==> src/rtl/twi_pkg.sv <==
package twi_pkg;
  typedef enum logic [2:0] {
    PH_IDLE,
    PH_RX,
    PH_RX_ACK,
    PH_TX,
    PH_TX_ACK,
    PH_IGNORE
  } phase_t;
endpackage

==> src/rtl/twi_deglitch.sv <==
module twi_deglitch #(
  parameter int STABLE = 3
) (
  input  logic clk,
  input  logic rst_n,
  input  logic line_i,
  output logic line_o
);
  localparam int CW = $clog2(STABLE + 1);

  logic [1:0]    sync;
  logic [CW-1:0] cnt;
  logic          q;

  always_ff @(posedge clk or negedge rst_n) begin
    if (!rst_n) begin
      sync <= 2'b11;
      cnt  <= '0;
      q    <= 1'b1;
    end else begin
      sync <= {sync[0], line_i};
      if (sync[1] == q) begin
        cnt <= '0;
      end else if (cnt == CW'(STABLE - 1)) begin
        q   <= sync[1];
        cnt <= '0;
      end else begin
        cnt <= cnt + 1'b1;
      end
    end
  end

  assign line_o = q;
endmodule

==> src/rtl/twi_regbank.sv <==
module twi_regbank #(
  parameter int NREG = 6,
  parameter int DW   = 8,
  parameter int IW   = 5,
  parameter logic [NREG*DW-1:0] DEFAULTS = '0
) (
  input  logic               clk,
  input  logic               rst_n,
  input  logic               wr_en,
  input  logic [IW-1:0]      wr_idx,
  input  logic [DW-1:0]      wr_data,
  input  logic [IW-1:0]      rd_idx,
  output logic [DW-1:0]      rd_data,
  output logic [NREG*DW-1:0] regs_o
);
  for (genvar g = 0; g < NREG; g++) begin : g_reg
    logic [DW-1:0] r;
    always_ff @(posedge clk or negedge rst_n) begin
      if (!rst_n)
        r <= DEFAULTS[g*DW +: DW];
      else if (wr_en && wr_idx == IW'(g))
        r <= wr_data;
    end
    assign regs_o[g*DW +: DW] = r;
  end

  always_comb begin
    rd_data = '1;
    for (int i = 0; i < NREG; i++)
      if (rd_idx == IW'(i)) rd_data = regs_o[i*DW +: DW];
  end
endmodule

==> src/rtl/twi_block_regs.sv <==
module twi_block_regs #(
  parameter logic [6:0] DEV_ADDR = 7'h69,
  parameter int NREG     = 6,
  parameter int FILT_LEN = 3,
  parameter logic [NREG*8-1:0] DEFAULTS = 48'hC3_96_0F_A5_7E_18
) (
  input  logic              clk,
  input  logic              rst_n,
  input  logic              scl_i,
  input  logic              sda_i,
  output logic              sda_oe,
  output logic [NREG*8-1:0] regs_o
);
  import twi_pkg::*;

  localparam int BW   = $clog2(NREG + 3) + 1;
  localparam int SKIP = 2;

  logic scl_f, sda_f, scl_q, sda_q;
  logic scl_rise, scl_fall, start_evt, stop_evt;

  twi_deglitch #(.STABLE(FILT_LEN)) u_scl (
    .clk(clk), .rst_n(rst_n), .line_i(scl_i), .line_o(scl_f));
  twi_deglitch #(.STABLE(FILT_LEN)) u_sda (
    .clk(clk), .rst_n(rst_n), .line_i(sda_i), .line_o(sda_f));

  always_ff @(posedge clk or negedge rst_n) begin
    if (!rst_n) begin
      scl_q <= 1'b1;
      sda_q <= 1'b1;
    end else begin
      scl_q <= scl_f;
      sda_q <= sda_f;
    end
  end

  assign scl_rise  = scl_f & ~scl_q;
  assign scl_fall  = ~scl_f & scl_q;
  assign start_evt = scl_f & scl_q & sda_q & ~sda_f;
  assign stop_evt  = scl_f & scl_q & ~sda_q & sda_f;

  phase_t        phase;
  logic [3:0]    bitc;
  logic [7:0]    sh;
  logic          is_addr;
  logic          rw;
  logic [BW-1:0] bidx;

  logic          wr_en;
  logic [BW-1:0] wr_idx, rd_idx;
  logic [7:0]    rd_data, tx_byte;
  logic [BW-1:0] bidx_nx;

  assign bidx_nx = (bidx == '1) ? bidx : bidx + 1'b1;
  assign wr_idx  = bidx - BW'(SKIP);
  assign rd_idx  = bidx - 1'b1;
  assign tx_byte = (bidx == '0) ? 8'(NREG) : rd_data;
  assign wr_en   = (phase == PH_RX) && scl_fall && (bitc == 4'd8) && !is_addr
                   && (bidx >= BW'(SKIP)) && (bidx < BW'(NREG + SKIP));

  twi_regbank #(.NREG(NREG), .DW(8), .IW(BW), .DEFAULTS(DEFAULTS)) u_bank (
    .clk(clk), .rst_n(rst_n), .wr_en(wr_en), .wr_idx(wr_idx), .wr_data(sh),
    .rd_idx(rd_idx), .rd_data(rd_data), .regs_o(regs_o));

  always_ff @(posedge clk or negedge rst_n) begin
    if (!rst_n) begin
      phase   <= PH_IDLE;
      bitc    <= '0;
      sh      <= '0;
      is_addr <= 1'b0;
      rw      <= 1'b0;
      bidx    <= '0;
      sda_oe  <= 1'b0;
    end else if (start_evt) begin
      phase   <= PH_RX;
      bitc    <= '0;
      is_addr <= 1'b1;
      bidx    <= '0;
      sda_oe  <= 1'b0;
    end else if (stop_evt) begin
      phase   <= PH_IDLE;
      sda_oe  <= 1'b0;
    end else begin
      unique case (phase)
        PH_RX: begin
          if (scl_rise && bitc != 4'd8) begin
            sh   <= {sh[6:0], sda_f};
            bitc <= bitc + 1'b1;
          end else if (scl_fall && bitc == 4'd8) begin
            if (is_addr) begin
              if (sh[7:1] == DEV_ADDR) begin
                rw      <= sh[0];
                is_addr <= 1'b0;
                sda_oe  <= 1'b1;
                phase   <= PH_RX_ACK;
              end else begin
                phase   <= PH_IGNORE;
              end
            end else begin
              bidx   <= bidx_nx;
              sda_oe <= 1'b1;
              phase  <= PH_RX_ACK;
            end
          end
        end
        PH_RX_ACK: begin
          if (scl_fall) begin
            bitc <= '0;
            if (rw) begin
              sh     <= tx_byte;
              sda_oe <= ~tx_byte[7];
              phase  <= PH_TX;
            end else begin
              sda_oe <= 1'b0;
              phase  <= PH_RX;
            end
          end
        end
        PH_TX: begin
          if (scl_rise && bitc != 4'd8) begin
            bitc <= bitc + 1'b1;
          end else if (scl_fall) begin
            if (bitc == 4'd8) begin
              sda_oe <= 1'b0;
              phase  <= PH_TX_ACK;
            end else begin
              sh     <= {sh[6:0], 1'b1};
              sda_oe <= ~sh[6];
            end
          end
        end
        PH_TX_ACK: begin
          if (scl_rise) begin
            if (sda_f) phase <= PH_IGNORE;
            else       bidx  <= bidx_nx;
          end else if (scl_fall) begin
            sh     <= tx_byte;
            sda_oe <= ~tx_byte[7];
            bitc   <= '0;
            phase  <= PH_TX;
          end
        end
        default: ;
      endcase
    end
  end
endmodule

==> config.mk <==
export PLATFORM = sky130hd
export DESIGN_NAME = twi_block_regs
export DESIGN_NICKNAME = d
export VERILOG_FILES = /design/src/rtl/twi_pkg.sv /design/src/rtl/twi_deglitch.sv /design/src/rtl/twi_regbank.sv /design/src/rtl/twi_block_regs.sv
export SDC_FILE = /design/constraint.sdc
export NUM_CORES = 1
export LEC_CHECK = 0
export BUFFER_PORTS_ARGS = -buffer_cell sky130_fd_sc_hd__buf_2
export CORE_ASPECT_RATIO = 0.6
export CORE_UTILIZATION = 30
export CTS_CLUSTER_DIAMETER = 200
export DETAILED_ROUTE_END_ITERATION = 12
export PLACE_DENSITY = 0.58
export SLEW_MARGIN = 0
export SYNTH_ARGS = -nofsm -noshare
export SYNTH_HDL_FRONTEND = slang
export SYNTH_SLANG_ARGS = --single-unit
==> constraint.sdc <==
create_clock -name clk -period 2.5 [get_ports clk]
set_clock_uncertainty 0.2 [all_clocks]
set_input_delay 0.125 -clock clk [delete_from_list [all_inputs] [get_ports clk]]
set_output_delay 0.125 -clock clk [all_outputs]
set_load 0.03 [all_outputs]
==> impl_metrics.yaml <==
floorplan:
  fp.dieH_um: 97.7
  initial_core_util_pct: 31.2
  die_w_um: 161
  coreArea_um2: 14700
  io_pins: 53
  die_area_um2: 15800
  placementRows: 34
sta:
  rsz0062_at_grt: "true"
  finalSetupViolCount: 0
  tightest_slew_ps: 618
  post-route-period-util_pct: 98.1
  timing.slew.headroom_pct: 58.8
  hold-worst-slack_ps: 134
  slew_viol_final: 0
  hold_viol: 0
  period_needed_ps: 2450
  fmax_ghz: 0.408
placed_design:
  gp_congestion: 0.886
  io_buffers: 52
  hpwl_um: 9580
  dpl-instance-area_um2: 5350
  dp_cells: 708
worst_setup_path:
  regToRegEndpoint: "u_bank.g_reg[0].r[6]"
  crit_required_ps: 2530
  critPathKind: "reg2reg"
  end_kind: "flip-flop"
  worst_setup_path_start_kind: "flip-flop"
  r2r_cells: 9
  crit_arrival_ps: 2490
  cp_max_fo: 8
  r2r_slack_ps: 50
  rr_startpoint: "bitc[0]"
grt:
  grt_pass1_vias: 3723
  overflow: 0
  grt_pass1_wl_um: 20800
  grt_antenna_before_repair: 0
  grt_start_max_net_pins: 48
  gr-usage-all-layers_pct: 17.1
yosys:
  synthMuxAreaShare_pct: 12.3
  ys_seq_area_share_pct: 46.3
  synth-compound-area-share_pct: 15.8
  synthesis.nets: 456
  netlist_area_um2: 4570
  async_flop_share_pct: 100
  ys_types: 66
  syn_inst: 437
  yosysWarnings: 0
  synth_edf_count: 0
  syn_avg_cell_area_um2: 10.5
  synthAdderAreaFrac_pct: 4.10
  synth-seq-cells: 83
  synth_flop_cell: "dfrtp_1"
  synthSimpleGateAreaFrac_pct: 16.1
  synth_top_family_by_area: "simple AND/OR/NAND/NOR gates"
  synth_xor_area_share_pct: 1.34
routing:
  drcViolationCount: 0
  vias: 3849
  viasPerCell: 5.26
  drt_iter0_markers: 398
  wl_per_cell_um: 17.8
  first_pass_iters: 5
  drt-total-wl_um: 13000
  ant_nets: 0
clock_network:
  cts_tree: "built"
  path_clk_slew_ps: 70
  insertion_delay_ps: 350
  htreeDepth: 3
  clockBufferDepth: 2
  cts_buffers: 9
  cts_sinks: 83
  cts_root_buffer: "clkbuf_16"
layout:
  final_nets: 548
  finalNonFillerCells: 732
  final_cell_mix: "buf_2 (51), dfrtp_1 (50), mux2_2 (44), buf_4 (44), o21ai_0 (35)"
  final_common_cell: "buf_2"
  area_growth_syn_to_layout_pct: 26.6
  stdcell_area_um2: 5790
  num_antenna_cells: 0
  drive_gt1_share_pct: 42.7
  fillers: 1454
power_and_ir_drop:
  pwr-share-seq_pct: 30.9
  leakagePower_nw: 2.69
  comb_power_share_pct: 47.3
  switching_share_pct: 41.9
  vdd_ir_drop_max_v: 0.000367
  p_switching_mw: 2.48
  p_clk_share_pct: 21.8
  p_per_area_nw_per_um2: 1020
  internal-power_mw: 3.44
run:
  maxCapViolCount: 0
worst_hold_path:
  min_path_type: "in2async"
status:
  status: "complete, no violations"
==> flip-flops by register name (all words and copies together), names as in the netlist <==
| register | flops |
|---|---|
| sda_oe | 1 |
| phase | 3 |
| u_sda.line_o | 1 |
| sh | 8 |
| bitc | 4 |
| rw | 1 |
| u_scl.cnt | 2 |
| is_addr | 1 |
| u_bank.g.r | 48 |
| u_scl.sync | 2 |
| u_sda.sync | 2 |
| bidx | 5 |
| sda_q | 1 |
| scl_q | 1 |
| u_scl.line_o | 1 |
| u_sda.cnt | 2 |
==> worst max-delay path: stages, from the launching register on <==
cell     delay (ps)
dfrtp_1         400
inv_1            90
ha_2            200
and4b_4         250
nand3_2         110
or3_4           400
nor2_8          150
buf_12          150
nand2_8         100
mux2_4          300
==> power groups by stage <==
stage	registers (mW)	logic (mW)	clock network, mW
final	1.83	2.80	1.29
after global routing	1.86	3.07	1.38
after CTS	1.82	2.62	1.32
after detailed placement	1.84	2.59	0
after global placement	1.83	2.57	0
after floorplan	1.76	1.65	0
==> worst max-delay path by stage <==
stage                 start                    to  depth (start not counted)
floorplan           bidx[1]  u_bank.g_reg[0].r[6]                          8
global placement    bitc[0]  u_bank.g_reg[5].r[3]                          8
detailed placement  bitc[0]  u_bank.g_reg[5].r[3]                          8
CTS                 bitc[0]  u_bank.g_reg[4].r[3]                          8
global route        bidx[1]  u_bank.g_reg[0].r[6]                          9
finish              bitc[0]  u_bank.g_reg[0].r[6]                          9
==> cell usage after synthesis (all sizes together) (3+ instances only) <==
master	instances	area, µm²
xor2	3	26.3
ha	15	188
a21oi	20	100
and3b	3	26.3
dfstp	32	841
nand4	4	25.0
or3	3	23.8
nand3b	10	75.1
nor3	5	25.0
nor2b	11	68.8
and2	3	18.8
mux2	47	541
nand2	39	181
o22ai	9	56.3
nor2	23	110
buf	10	51.3
clkbuf	11	41.3
o21ai	37	185
o31ai	3	22.5
xnor2	4	35.0
dfrtp	51	1280
nand3	12	65.1
a221oi	14	129
inv	25	93.8
==> cell type report <==
class	count	area (µm²)	share of cell area, %
flip-flops and latches	83	2120	36.6
multi-input cells	308	2350	40.7
inverters	25	93.8	1.62
clock inverters	7	56.3	0.972
clock buffers	9	225	3.89
well taps	198	248	4.28
repair buffers	102	696	12.0
==> metrics by stage <==
stage	worst slack, ps	total power [mW]	util [%]	TNS (ps)
2_1_floorplan	165	3.41	-	0
3_3_place_gp	29.6	4.40	36.4	0
3_5_place_dp	-4.44	4.43	36.4	-4.44
4_1_cts	2.79	5.76	38.5	0
5_1_grt	-36.7	6.30	39.5	-462
6_report	47.6	5.92	39.5	0
==> cells by family (layout without fill, tap and decap cells) <==
group                    after synthesis  count (layout)
multiplexers                          49              49
adder cells (fa/ha/maj)               15              15
XOR/XNOR                               7               7
AND/OR/NAND/NOR                      128             128
flip-flops                            83              83
buffers and inverters                 46             143
AO/OA/AOI/OAI                        109             109
==> layer usage <==
layer  up-vias  part of all wire, %  global-route usage (%)
met5         -                    0                       0
met4         0                 0.63                    4.50
met3        11                  7.7                    3.84
met2       161                   38                    21.9
met1      1904                   53                    27.7
li1       1773                    -                       -
==> what timing repair did <==
action | CTS | global route
setup endpoints to repair | 0 | 44
setup buffers | 0 | 5
hold buffers | 3 | 0
hold endpoints to repair | 47 | 0
resized for setup | 0 | 20
Power figures use the tool's default switching activity.
